`src/rtl/capcmp_pkg.sv`:
```
package capcmp_pkg;
  localparam int MODE_W = 4;
  typedef logic [MODE_W-1:0] mode_t;

  localparam mode_t M_OFF       = 4'h0;
  localparam mode_t M_CAP_FALL  = 4'h4;
  localparam mode_t M_CAP_RISE  = 4'h5;
  localparam mode_t M_CAP_DIV4  = 4'h6;
  localparam mode_t M_CAP_DIV16 = 4'h7;
  localparam mode_t M_CMP_SET   = 4'h8;
  localparam mode_t M_CMP_CLR   = 4'h9;
  localparam mode_t M_CMP_IRQ   = 4'hA;
  localparam mode_t M_CMP_TRIG  = 4'hB;

  localparam logic [1:0] A_MODE = 2'd0;
  localparam logic [1:0] A_LO   = 2'd1;
  localparam logic [1:0] A_HI   = 2'd2;
  localparam logic [1:0] A_FLAG = 2'd3;

  function automatic logic is_cap(mode_t m);
    return m[3:2] == 2'b01;
  endfunction
endpackage

```
`src/rtl/capcmp_edge_sync.sv`:
```
module capcmp_edge_sync #(
  parameter int STAGES = 2
) (
  input  logic clk,
  input  logic rst_n,
  input  logic pin_i,
  output logic rise_o,
  output logic fall_o
);
  // STAGES synchroniser flops followed by one history flop
  logic [STAGES:0] sh_q;

  always_ff @(posedge clk or negedge rst_n) begin
    if (!rst_n) sh_q <= '0;
    else        sh_q <= {sh_q[STAGES-1:0], pin_i};
  end

  assign rise_o =  sh_q[STAGES-1] & ~sh_q[STAGES];
  assign fall_o = ~sh_q[STAGES-1] &  sh_q[STAGES];

  // an edge is seen only after the pin value has travelled the chain
  p_rise_delayed_r13: assert property (@(posedge clk) disable iff (!rst_n)
    $rose(sh_q[STAGES-1]) |-> $past(sh_q[STAGES-2]));
endmodule

```
`src/rtl/capcmp_capture.sv`:
```
module capcmp_capture import capcmp_pkg::*; #(
  parameter int DIV_SMALL = 4,
  parameter int DIV_BIG   = 16
) (
  input  logic  clk,
  input  logic  rst_n,
  input  mode_t mode_i,
  input  logic  rise_i,
  input  logic  fall_i,
  input  logic  mode_wr_i,
  input  mode_t mode_new_i,
  output logic  cap_o,
  output logic  switch_o
);
  localparam int PRE_W   = $clog2(DIV_BIG);
  localparam int SMALL_W = $clog2(DIV_SMALL);

  logic [PRE_W-1:0] cnt_q;
  logic counting, small_hit, big_hit;

  assign counting  = rise_i && (mode_i == M_CAP_DIV4 || mode_i == M_CAP_DIV16);
  assign small_hit = &cnt_q[SMALL_W-1:0];
  assign big_hit   = &cnt_q;

  // edge counter: cleared by reset only, never by a mode write
  always_ff @(posedge clk or negedge rst_n) begin
    if (!rst_n)        cnt_q <= '0;
    else if (counting) cnt_q <= cnt_q + 1'b1;
  end

  assign cap_o = (mode_i == M_CAP_FALL  && fall_i) ||
                 (mode_i == M_CAP_RISE  && rise_i) ||
                 (mode_i == M_CAP_DIV4  && rise_i && small_hit) ||
                 (mode_i == M_CAP_DIV16 && rise_i && big_hit);

  assign switch_o = mode_wr_i && is_cap(mode_i) && is_cap(mode_new_i) &&
                    (mode_new_i != mode_i);

  // the counter moves only on rising edges in the divided modes
  p_pre_hold_r5: assert property (@(posedge clk) disable iff (!rst_n)
    !$stable(cnt_q) |-> ($past(rise_i) && $past(mode_i[3:1]) == 3'b011));
endmodule

```
`src/rtl/capcmp_compare.sv`:
```
module capcmp_compare import capcmp_pkg::*; #(
  parameter int TW = 16
) (
  input  logic          clk,
  input  logic          rst_n,
  input  mode_t         mode_i,
  input  logic [TW-1:0] tmr_i,
  input  logic [TW-1:0] ccpr_i,
  input  logic          inc_i,
  input  logic          conv_en_i,
  output logic          match_o,
  output logic          special_o,
  output logic          pin_o,
  output logic          trig_o,
  output logic          conv_o
);
  logic cmp_mode;

  assign cmp_mode  = (mode_i == M_CMP_SET) || (mode_i == M_CMP_CLR) ||
                     (mode_i == M_CMP_IRQ) || (mode_i == M_CMP_TRIG);
  assign match_o   = inc_i && cmp_mode && (tmr_i == ccpr_i);
  assign special_o = match_o && (mode_i == M_CMP_TRIG);

  always_ff @(posedge clk or negedge rst_n) begin
    if (!rst_n) begin
      pin_o  <= 1'b0;
      trig_o <= 1'b0;
      conv_o <= 1'b0;
    end else begin
      if (mode_i == M_OFF)                     pin_o <= 1'b0;
      else if (match_o && mode_i == M_CMP_SET) pin_o <= 1'b1;
      else if (match_o && mode_i == M_CMP_CLR) pin_o <= 1'b0;
      trig_o <= special_o;
      conv_o <= special_o && conv_en_i;
    end
  end

  // the pin only moves after an increment clock, or when forced off
  p_pin_needs_inc_r11: assert property (@(posedge clk) disable iff (!rst_n)
    !$stable(pin_o) |-> ($past(inc_i) || $past(mode_i) == M_OFF));
  // mode off drives the pin low on the next clock
  p_off_low_r10: assert property (@(posedge clk) disable iff (!rst_n)
    (mode_i == M_OFF) |=> !pin_o);
endmodule

```
`src/rtl/tmr_capcmp.sv`:
```
module tmr_capcmp import capcmp_pkg::*; #(
  parameter int TW            = 16,
  parameter int SYNC_STAGES   = 2,
  parameter int CAP_DIV_SMALL = 4,
  parameter int CAP_DIV_BIG   = 16
) (
  input  logic            clk,
  input  logic            rst_n,
  input  logic            reg_wr,
  input  logic [1:0]      reg_addr,
  input  logic [TW/2-1:0] reg_wdata,
  output logic [TW/2-1:0] reg_rdata,
  input  logic            cap_pin,
  input  logic            tmr_inc,
  input  logic            conv_en,
  output logic            cmp_pin,
  output logic            irq_flag,
  output logic [TW-1:0]   tmr_value,
  output logic            tmr_ovf,
  output logic            tmr_rst_strobe,
  output logic            conv_start
);
  localparam int DW = TW / 2;

  mode_t          mode_q;
  logic [TW-1:0]  tmr_q, ccpr_q;
  logic           flag_q, ovf_q;
  logic           rise, fall, cap_evt, sw_evt, match, special, mode_wr;

  assign mode_wr = reg_wr && (reg_addr == A_MODE);

  capcmp_edge_sync #(.STAGES(SYNC_STAGES)) u_sync (
    .clk(clk), .rst_n(rst_n), .pin_i(cap_pin), .rise_o(rise), .fall_o(fall));

  capcmp_capture #(.DIV_SMALL(CAP_DIV_SMALL), .DIV_BIG(CAP_DIV_BIG)) u_cap (
    .clk(clk), .rst_n(rst_n), .mode_i(mode_q), .rise_i(rise), .fall_i(fall),
    .mode_wr_i(mode_wr), .mode_new_i(reg_wdata[MODE_W-1:0]),
    .cap_o(cap_evt), .switch_o(sw_evt));

  capcmp_compare #(.TW(TW)) u_cmp (
    .clk(clk), .rst_n(rst_n), .mode_i(mode_q), .tmr_i(tmr_q), .ccpr_i(ccpr_q),
    .inc_i(tmr_inc), .conv_en_i(conv_en), .match_o(match), .special_o(special),
    .pin_o(cmp_pin), .trig_o(tmr_rst_strobe), .conv_o(conv_start));

  always_ff @(posedge clk or negedge rst_n) begin
    if (!rst_n) begin
      tmr_q <= '0;
      ovf_q <= 1'b0;
    end else begin
      ovf_q <= tmr_inc && !special && (&tmr_q);
      if (special)      tmr_q <= '0;
      else if (tmr_inc) tmr_q <= tmr_q + 1'b1;
    end
  end

  always_ff @(posedge clk or negedge rst_n) begin
    if (!rst_n) begin
      mode_q <= M_OFF;
      ccpr_q <= '0;
      flag_q <= 1'b0;
    end else begin
      if (mode_wr) mode_q <= reg_wdata[MODE_W-1:0];
      if (cap_evt)                             ccpr_q          <= tmr_q;
      else if (reg_wr && reg_addr == A_LO)     ccpr_q[DW-1:0]  <= reg_wdata;
      else if (reg_wr && reg_addr == A_HI)     ccpr_q[TW-1:DW] <= reg_wdata;
      if (cap_evt || match || sw_evt)          flag_q <= 1'b1;
      else if (reg_wr && reg_addr == A_FLAG)   flag_q <= reg_wdata[0];
    end
  end

  always_comb begin
    case (reg_addr)
      A_MODE:  reg_rdata = {{(DW-MODE_W){1'b0}}, mode_q};
      A_LO:    reg_rdata = ccpr_q[DW-1:0];
      A_HI:    reg_rdata = ccpr_q[TW-1:DW];
      default: reg_rdata = {{(DW-1){1'b0}}, flag_q};
    endcase
  end

  assign tmr_value = tmr_q;
  assign tmr_ovf   = ovf_q;
  assign irq_flag  = flag_q;

  p_tmr_step_r2: assert property (@(posedge clk) disable iff (!rst_n)
    (tmr_inc && !special) |=> (tmr_q == $past(tmr_q) + 1'b1));
  p_ovf_zero_r2: assert property (@(posedge clk) disable iff (!rst_n)
    tmr_ovf |-> (tmr_q == '0));
  p_trig_clear_r9: assert property (@(posedge clk) disable iff (!rst_n)
    special |=> (tmr_q == '0 && tmr_rst_strobe && !tmr_ovf));
  p_cap_load_r3: assert property (@(posedge clk) disable iff (!rst_n)
    cap_evt |=> (ccpr_q == $past(tmr_q) && irq_flag));
  p_sw_flag_r6: assert property (@(posedge clk) disable iff (!rst_n)
    sw_evt |=> irq_flag);
endmodule

```
`config.mk`:
```
export PLATFORM = sky130hd
export DESIGN_NAME = tmr_capcmp
export DESIGN_NICKNAME = d
export VERILOG_FILES = /design/src/rtl/capcmp_pkg.sv /design/src/rtl/capcmp_edge_sync.sv /design/src/rtl/capcmp_capture.sv /design/src/rtl/capcmp_compare.sv /design/src/rtl/tmr_capcmp.sv
export SDC_FILE = /design/constraint.sdc
export NUM_CORES = 1
export LEC_CHECK = 0
export BUFFER_PORTS_ARGS = -buffer_cell sky130_fd_sc_hd__buf_4
export CAP_MARGIN = 20
export CORE_AREA = 5 5 78 80
export CTS_CLUSTER_SIZE = 20
export DETAILED_ROUTE_END_ITERATION = 10
export DIE_AREA = 0 0 83 85
export PLACE_DENSITY = 0.74
export SLEW_MARGIN = 10
export SYNTH_ARGS = -nofsm -noshare
export SYNTH_HDL_FRONTEND = slang
export SYNTH_SLANG_ARGS = --single-unit
```
`constraint.sdc`:
```
create_clock -name clk -period 1.64 [get_ports clk]
set_input_delay 0.164 -clock clk [delete_from_list [all_inputs] [get_ports clk]]
set_output_delay 0.164 -clock clk [all_outputs]
set_load 0.005 [all_outputs]
```
=== Word level (Yosys, flattened, before mapping) ===
Index checks and enable logic that the tools add are counted.

* Bitwise logic cells: 4
* $add $sub $neg: 2
* Mux-type cells: 12
* Reductions and logical operators: 43
* Eq/ne operators: 16

{| class="wikitable"
|+ Operator list
! cell !! count
|-
| 2-to-1 mux 16 bit || 3
|-
| 2-to-1 mux 8 bit || 3
|-
| case mux 8 bit (3 select lines) || 1
|-
| logical AND 1 bit || 22
|-
| adder 16 x 1 -> 16 bit (second input constant) || 1
|-
| == test 16 bit || 1
|-
| == test 4 x 3 -> 1 bit (second input constant) || 4
|-
| == test 4 bit (second input constant) || 4
|-
| AND reduction 16 bit || 1
|-
| logical OR 1 bit || 9
|-
| nonzero test 2 bit || 4
|-
| == test 2 x 1 -> 1 bit (second input constant) || 3
|-
| 2-to-1 mux 1 bit || 5
|-
| adder 4 x 1 -> 4 bit (second input constant) || 1
|-
| == test 2 bit (second input constant) || 2
|-
| logical NOT 4 bit || 1
|-
| != test 4 bit || 1
|-
| AND reduction 2 bit || 2
|-
| AND reduction 4 bit || 1
|-
| nonzero test 3 bit || 1
|-
| bitwise AND 1 bit || 2
|-
| logical NOT 2 bit || 1
|-
| != test 2 bit (second input constant) || 1
|-
| NOT 1 bit || 2
|-
| logical NOT 1 bit || 1
|}

* Output and inout port bits: 29
* Input bits: 16
* Register bits after elaboration: 48

=== Depth between registers and ports, before layout ===
Gate-level depths: netlist of the first run.

* Word-level depth: 10
* Gate-level depth with buffers: 7
* Gate-level depth less buffers: 6

=== Hierarchy ===
From an unflattened synthesis of the first run, not the netlist that was laid out.

* Cell total of the unflattened synthesis: 251
* Area, all modules: 2,547.4 um^2

{| class="wikitable"
|+ By module, submodules not included
! module !! times used !! sequential area each (um^2) !! cells an instance !! area an instance (um^2)
|-
| tmr_capcmp || 1 || 950.9 || 189 || 1,898.1
|-
| capcmp_compare || 1 || 75.1 || 34 || 314.1
|-
| capcmp_capture || 1 || 100.1 || 23 || 245.2
|-
| capcmp_edge_sync || 1 || 75.1 || 5 || 90.1
|}

=== Worst setup path after synthesis of the first run ===
Ideal clock, no wire load.

* Path kind: register to register
* Start: register tmr_q[11], in the netlist tmr_value[11]
* End: register tmr_q[11], in the netlist tmr_value[11]
* Data required time: 1.521 ns
* Period minus slack after synthesis: 1.707 ns
* Arrival time: 1.589 ns
* Path slack: -0.067 ns
* Library setup time: 0.119 ns
* Stages on the path, launching flop included: 8
* Cell sequence: dfrtp_1 buf_6 xor2_1 nor4_4 nand3b_2 nor3_4 buf_6 nor2_1

* Word-level cells in the longest chain between the ends: 4

{| class="wikitable"
|+ RTL lines
! what !! RTL line !! source
|-
| start: declaration || tmr_capcmp.sv:26 || <nowiki>logic [TW-1:0] tmr_q, ccpr_q;</nowiki>
|-
| start signal: assignment || tmr_capcmp.sv:52 || <nowiki>else if (tmr_inc) tmr_q <= tmr_q + 1'b1;</nowiki>
|-
| parallel branches: the longest is 4 deep, another holds adder 16 x 1 -> 16 bit || -- ||
|}

Several ways; the timed one is not identified. The select of a mux whose other input is x is not followed.
A chain may end at the register's enable or synchronous reset.

=== Final worst setup path of the first run ===
* Start: register ccpr_q[15]
* End: register u_cmp.pin_o

* Word-level cells in the longest chain between the ends: 5

{| class="wikitable"
|+ RTL lines
! what !! RTL line !! source
|-
| start: declaration || tmr_capcmp.sv:26 ||
|-
| start signal: assignment || tmr_capcmp.sv:63 || <nowiki>if (cap_evt) ccpr_q <= tmr_q;</nowiki>
|-
| start signal: indexed assignment || tmr_capcmp.sv:64 || <nowiki>else if (reg_wr && reg_addr == A_LO) ccpr_q[DW-1:0] <= reg_wdata;</nowiki>
|-
| start signal: indexed assignment || tmr_capcmp.sv:65 || <nowiki>else if (reg_wr && reg_addr == A_HI) ccpr_q[TW-1:DW] <= reg_wdata;</nowiki>
|-
| == test 16 bit (*) || capcmp_compare.sv:21 || <nowiki>assign match_o = inc_i && cmp_mode && (tmr_i == ccpr_i);</nowiki>
|-
| logical AND 1 bit (*) || capcmp_compare.sv:21 ||
|-
| logical AND 1 bit || capcmp_compare.sv:31 || <nowiki>else if (match_o && mode_i == M_CMP_SET) pin_o <= 1'b1;</nowiki>
|-
| 2-to-1 mux 1 bit || capcmp_compare.sv:31 ||
|-
| 2-to-1 mux 1 bit || capcmp_compare.sv:30 || <nowiki>if (mode_i == M_OFF) pin_o <= 1'b0;</nowiki>
|-
| end signal: assignment || capcmp_compare.sv:30 ||
|-
| end signal: assignment || capcmp_compare.sv:31 ||
|-
| end signal: assignment || capcmp_compare.sv:32 || <nowiki>else if (match_o && mode_i == M_CMP_CLR) pin_o <= 1'b0;</nowiki>
|-
| end: declaration || capcmp_compare.sv:13 || <nowiki>output logic pin_o,</nowiki>
|}

Mark *: on every way between the ends. The rest lies on a longest branch, timed or not.

==> results of run 1 <==
per-layer routing:
layer / track usage, % / vias up
li1: - / 1027
met1: 27.4 / 1068
met2: 30.5 / 44
met3: 4.08 / 8
met4: 5.05 / 0
met5: 0 / -
sequential cells by signal, indices dropped and copies added (netlist names), 3 cells and up:
register and count:
ccpr_q 16, mode_q 4, tmr_value 16, u_cap.cnt_q 4, u_sync.sh_q 3
final timing paths:
path / slack (ns) / start / cells after the start / to
max in group asynchronous: 0.82 / rst_n / 2 / ccpr_q[1]
worst min-delay path: 0.06 / conv_en / 2 / u_cmp.conv_o
worst max register to register: -0.05 / ccpr_q[15] / 5 / u_cmp.pin_o
worst max-delay path: -0.05 / ccpr_q[15] / 5 / u_cmp.pin_o
min in group asynchronous: 0.41 / rst_n / 2 / u_sync.sh_q[0]
worst min register to register: 0.36 / u_sync.sh_q[0] / 0 / u_sync.sh_q[1]
what timing repair did:
item,in CTS,in global routing
resized for setup,3,4
endpoints found under the hold margin,49,0
hold buffers,2,0
pin swaps,3,2
cloned,0,0
endpoints found under the setup margin,19,24
setup buffers,2,2
power by group:
part	switching [W]	internal (W)	total, W	leakage, nW
Clock	0.000375	0.000376	0.000751	0.0503
Combinational	0.000747	0.000915	0.00166	1.11
Sequential	0.000299	0.00148	0.00178	0.597
logic make-up after synthesis:
logic type / Yosys count / synth area share, %
AND/OR/NAND/NOR: 89 / 18.9
flip-flops: 48 / 46.5
XOR/XNOR: 35 / 11.9
AO/OA/AOI/OAI: 33 / 7.70
multiplexers: 26 / 10.7
buffers and inverters: 18 / 3.34
adder cells (fa/ha/maj): 2 / 0.968
cells in the final DEF, fill, tap and decap left out, types with 6 or more instances in the layout:
cell / synthesis / final
nand2_1: 13 / 13
nand3_1: 8 / 8
nor2_1: 37 / 36
o21ai_0: 7 / 7
clkbuf_8: 0 / 7
buf_4: 0 / 84
dfrtp_1: 48 / 48
nand4_1: 6 / 6
xor2_1: 26 / 26
xnor2_1: 9 / 9
a21oi_1: 17 / 17
mux2i_1: 21 / 21
area by class of cell:
cell class | count | area (um^2) | share of cell area (%)
clock buffers | 7 | 96.3 | 2.81
flip-flops and latches | 48 | 1200 | 35.1
well taps | 72 | 90.1 | 2.63
inverters | 4 | 15.0 | 0.438
multi-input cells | 185 | 1330 | 38.9
repair buffers | 88 | 691 | 20.2
worst register-to-register path, cell delays in order, from the launching register on:
cell	delay, ns
dfrtp_1	0.40
xor2_1	0.17
nor4_2	0.29
nand3_2	0.21
o31a_1	0.33
o22a_1	0.19
per-stage QoR:
step           total power [W]  hold slack, ns  utilization (%)  instance area, um^2
2_1_floorplan          0.00260          -0.132                -                 2580
5_1_grt                0.00449          0.0617             64.2                 3420
3_5_place_dp           0.00338           0.218             60.8                 3240
3_3_place_gp           0.00333           0.214             60.8                 3240
4_1_cts                0.00417          0.0637             63.6                 3400
6_report               0.00420          0.0640             64.2                 3420
==> impl_metrics.csv, run 1 <==
group,metric,value,unit
sta,fin_tns_setup,-0.414,ns
worst_setup_path,crit_fanout,5,
yosys,synth_nets,269,
die,core,0.00534,mm^2
final_layout,drive_above_1_share,33.4,%
place,numPortBuffers,44,
place,post-dp-hpwl,4780,um
yosys,synth_top_area_share,46.5,%
worst_setup_path,setup.worst_path.end_class,"register",
final_layout,areaGrowthSynthToFinish,32.5,%
detailed_routing,vias,2147,
yosys,ys_seq_area_share,46.5,%
job,maxCapViolations,0,
worst_setup_path,crit_chain,"xor2_1, nor4_2, nand3_2, o31a_1, o22a_1",
power,p_per_area,1230,mW/mm^2
worst_setup_path,cp.required,1.83,ns
final_layout,layout.nets,350,
yosys,ys_top_cells_by_count,"dfrtp_1, nor2_1, xor2_1",
clock_network,htree_levels,2,
sta,fin_skew,0.00835,ns
sta,rsz0062_at_grt,"yes",
detailed_routing,met2_length,2970,um
global_routing,grt_max_degree,49,
sta,setup_viol,17,
detailed_routing,met1Wirelength,3000,um
place,place_congestion,0.857,
clock_network,cts_tree,"done",
sta,period_minus_slack,1.69,ns
global_routing,grt_use_total,19.4,%
worst_setup_path,crit_type,"reg -> reg",
clock_network,cts_buffers,5,
worst_setup_path,crit_path_start_kind,"register",
clock_network,clkLatencyLatePin,0.30,ns
yosys,syn_area_per_cell,10.3,um^2
final_layout,fillers,453,
detailed_routing,routed_via_density,5.31,
detailed_routing,route.met3.wl,261,um
clock_network,max-clock-path-buffers,2,
status,violations,"setup timing",
final_layout,n_antenna_cell,0,
die,fp-row-count,27,
yosys,synth_area_leaders,"dfrtp_1, xor2_1, mux2i_1",
place,place_inst,391,
yosys,synth-seq-cells,48,
sta,slew_headroom,59.1,%
detailed_routing,wl,6320,um
die,start_util,48.4,%
yosys,yosysWarnings,0,
detailed_routing,ant_nets,0,
global_routing,grt_overflow_total,0,
yosys,async_reset_ff_share,100,%
yosys,synth_edf_count,0,
hold_path,hp-class,"in -> reg",
yosys,yosysTopAreaCell,"dfrtp_1",
worst_setup_path,cp_slowest_stage_delay,0.40,ns
detailed_routing,drc_errors,0,
die,fp.dieW,83,um
global_routing,grt_pass1_vias,2204,
power,vdd_drop_max,0.841,mV
die,die_height,85,um
yosys,synth.most_common_cell,"dfrtp_1",
worst_setup_path,critPathSlowestCell,"dfrtp_1",
worst_setup_path,critPathArrivalTime,1.89,ns
place,dp_slack,-0.0743,ns
yosys,synth.distinct_cells,40,
sta,hold_viol_final,0,
yosys,netlist_area,0.00258,mm^2
worst_setup_path,path_delay_family,"compound AO/OA/AOI/OAI gates",
status,outcome,"finished with violations",
global_routing,grt_pass1_wl,11100,um
detailed_routing,wl_per_cell,15.6,um
clock_network,root_buffer,"clkbuf_8",
final_layout,fin_cells,404,
sta,setup_slack,-0.0546,ns
yosys,ys.flop_type,"dfrtp_1",
die,dieArea,0.00706,mm^2
worst_setup_path,worstPathBufferInverterCount,0,
detailed_routing,drt_iter0_drc,127,
yosys,synth_cells,251,
die,ios,45,
sta,slew_violations,0,
sta,fmax,590,MHz
clock_network,clkTransAtPathRegs,0.09,ns
clock_network,clock_sinks,48,
detailed_routing,top_layer_used,"met4",
power,p_leak,1.76,nW
global_routing,antenna_found_initial,0,
detailed_routing,firstDrtPassIters,4,
sta,worst_slew_pin_slew,0.613,ns
sta,finalCritPeriodShare,103,%
(Power assumes the default switching activity.)
==> inputs of run 2 (changes only) <==
ABC_AREA = 1   (was not set)
CORE_AREA = 5 5 82 84   (was 5 5 78 80)
DIE_AREA = 0 0 87 89   (was 0 0 83 85)
==> run 2 against run 1 <==
The run now ends clean. Largest cell class unchanged. Cell count rose by 34%. Critical path type unchanged. Critical path depth grew 4. Total power up 7.8%.
==> impl_metrics.csv, run 2 <==
group,metric,value,unit
final_layout,areaGrowthSynthToFinish,32.2,%
detailed_routing,wl,8580,um
clock_network,cts_buffers,5,
power,power_frac_comb,41.0,%
clock_network,clkLatencyLatePin,0.31,ns
yosys,syn_area_per_cell,7.67,um^2
global_routing,grt_pass1_vias,2814,
place,place_inst,515,
final_layout,layout.nets,483,
final_layout,fillers,502,
sta,hold_viol_final,0,
yosys,synth_top_family_by_area,"simple AND/OR/NAND/NOR gates",
sta,period_minus_slack,1.63,ns
hold_path,holdPathStages,3,
final_layout,n_antenna_cell,0,
clock_network,clock_sinks,48,
yosys,yosys.area_share.simple,33.0,%
detailed_routing,wl_per_cell,15.9,um
power,power.switching,0.00175,W
die,dieArea,0.00774,mm^2
detailed_routing,drc_errors,0,
final_layout,layout_common_cells,"nand2_1, buf_4, inv_1",
clock_network,root_buffer,"clkbuf_8",
worst_setup_path,r2r_cells,9,
place,numPortBuffers,44,
place,dp_slack,-0.0383,ns
worst_setup_path,r2r_end,"tmr_value[5]",
global_routing,antenna_found_initial,0,
die,core,0.00585,mm^2
yosys,synth_fa_ha_area_share,0.865,%
yosys,ys_seq_area_share,41.5,%
sta,fmax,613,MHz
yosys,synth_top_area_share,41.5,%
power,seq_power_share,39.8,%
die,start_util,49.4,%
clock_network,htree_levels,2,
worst_setup_path,crit_fanout,7,
final_layout,seq_area,0.00121,mm^2
die,fp.dieW,87,um
yosys,synth_cells,377,
power,p_leak,1.97,nW
yosys,synth_area_leaders,"dfrtp_1, nand2_1, inv_1",
power,clockPowerShare,19.2,%
global_routing,grt_use_total,22.1,%
final_layout,drive_above_1_share,34.3,%
yosys,yosysTopAreaCell,"dfrtp_1",
sta,slew_violations,0,
detailed_routing,firstDrtPassIters,4,
worst_setup_path,r2r-start,"tmr_value[1]",
final_layout,final_common_cell,"nand2_1",
global_routing,grt_max_degree,49,
worst_setup_path,r2r_slack,0.008,ns
power,switching_share,38.7,%
final_layout,fin_cells,541,
yosys,synth_compound_area_share,9.56,%
yosys,synth_nets,395,
worst_setup_path,critPathArrivalTime,1.83,ns
yosys,synth_edf_count,0,
power,vdd_drop_max,0.695,mV
yosys,synth-xor-area-share,6.66,%
place,post-dp-hpwl,6180,um
detailed_routing,drt_iter0_drc,212,
detailed_routing,ant_nets,0,
worst_setup_path,cp.required,1.83,ns
yosys,synth.most_common_cell,"nand2_1",
clock_network,clkTransAtPathRegs,0.10,ns
place,place_congestion,0.952,
power,p_int,0.00277,W
job,maxCapViolations,0,
sta,fin_skew,0.00889,ns
sta,setup_viol,0,
yosys,synth-seq-cells,48,
detailed_routing,routed_via_density,5.29,
yosys,yosysWarnings,0,
clock_network,cts_tree,"done",
final_layout,multi_input_area,0.00153,mm^2
detailed_routing,vias,2862,
yosys,synth.distinct_cells,31,
die,fp-row-count,28,
sta,worst_slew_pin_slew,0.617,ns
global_routing,grt_pass1_wl,13300,um
yosys,async_reset_ff_share,100,%
sta,slew_headroom,58.9,%
worst_setup_path,setup.worst_path.end_class,"register",
die,ios,45,
yosys,ys.flop_type,"dfrtp_1",
worst_setup_path,crit_type,"reg -> reg",
die,die_height,89,um
worst_setup_path,crit_path_start_kind,"register",
worst_setup_path,crit_start,"tmr_value[1]",
power,p_per_area,1180,mW/mm^2
worst_setup_path,cp-endpoint,"tmr_value[5]",
power,power,0.00452,W
yosys,netlist_area,0.00289,mm^2
status,outcome,"completed",
sta,setup_slack,0.00799,ns
sta,finalCritPeriodShare,99.5,%
yosys,ys_top_cells_by_count,"nand2_1, dfrtp_1, inv_1",
hold_path,hp-class,"in -> reg",
global_routing,grt_overflow_total,0,
final_layout,final_util,65.3,%
clock_network,max-clock-path-buffers,2,
yosys,yosys-mux-area-fraction,0,%
run 2: changes by cell type after synthesis, moves of 12 or more:
cell     previous run  this run
a21oi_1            17         3
inv_1               4        47
mux2i_1            21         0
nand2_1            13       116
xor2_1             26        14
nor2_2              0        18
run 2: area by class of cell:
cell class	instances	area share [%]
multi-input cells	271	39.9
flip-flops and latches	48	31.7
repair buffers	85	17.6
inverters	54	5.37
well taps	75	2.45
clock buffers	5	1.80
clock inverters	3	1.11
run 2: cell families (layout without fill, tap and decap cells):
group | after synthesis | count (layout)
AND/OR/NAND/NOR | 213 | 213
buffers and inverters | 58 | 147
flip-flops | 48 | 48
AO/OA/AOI/OAI | 34 | 34
XOR/XNOR | 22 | 22
adder cells (fa/ha/maj) | 2 | 2
run 2: per-layer routing:
layer / part of all wire [%] / global-route usage, %
met1: 42 / 27.8
met2: 49 / 39.2
met3: 6.3 / 3.69
met4: 1.9 / 6.37
met5: 0 / 0
run 2: how the worst min path moves through the flow:
stage               startpoint      endpoint  slack, ns
finish                 conv_en  u_cmp.conv_o       0.07
global route           conv_en  u_cmp.conv_o       0.07
CTS                    conv_en  u_cmp.conv_o       0.07
detailed placement       rst_n    ccpr_q[10]       0.22
global placement         rst_n    ccpr_q[10]       0.22
floorplan                rst_n     ccpr_q[0]      -0.13
run 2: worst max-delay path, stage by stage, from the launching register on:
cell and delay (ns):
dfrtp_2 0.48, nand2_2 0.11, nand2_2 0.07, nor2_2 0.10, nand4_1 0.14, nor2_1 0.18
nand4_2 0.12, inv_2 0.12, clkbuf_16 0.17, nor2_2 0.03
run 2: power groups by stage:
stage          Clock, W  Sequential (W)  Combinational, W
4_1_cts        0.000882         0.00177           0.00164
3_5_place_dp          0         0.00179           0.00159
3_3_place_gp          0         0.00177           0.00156
5_1_grt        0.000925         0.00183           0.00205
2_1_floorplan         0         0.00172          0.000978
6_report       0.000869         0.00180           0.00185
run 2: through the flow:
stage / instance area, um^2 / hold slack (ns) / setup TNS (ns)
floorplan: 2890 / -0.132 / 0
global placement: 3460 / 0.222 / -0.00664
detailed placement: 3460 / 0.219 / -0.0611
CTS: 3640 / 0.0667 / -0.0163
global route: 3820 / 0.0730 / -0.276
finish: 3820 / 0.0695 / 0
run 2: timing repair:
action	in CTS	in global routing
setup buffers	3	12
gates cloned	0	1
gates resized for setup	6	27
hold buffers	2	0
hold endpoints to repair	49	0
pin swaps	5	9
setup endpoints to repair	7	35
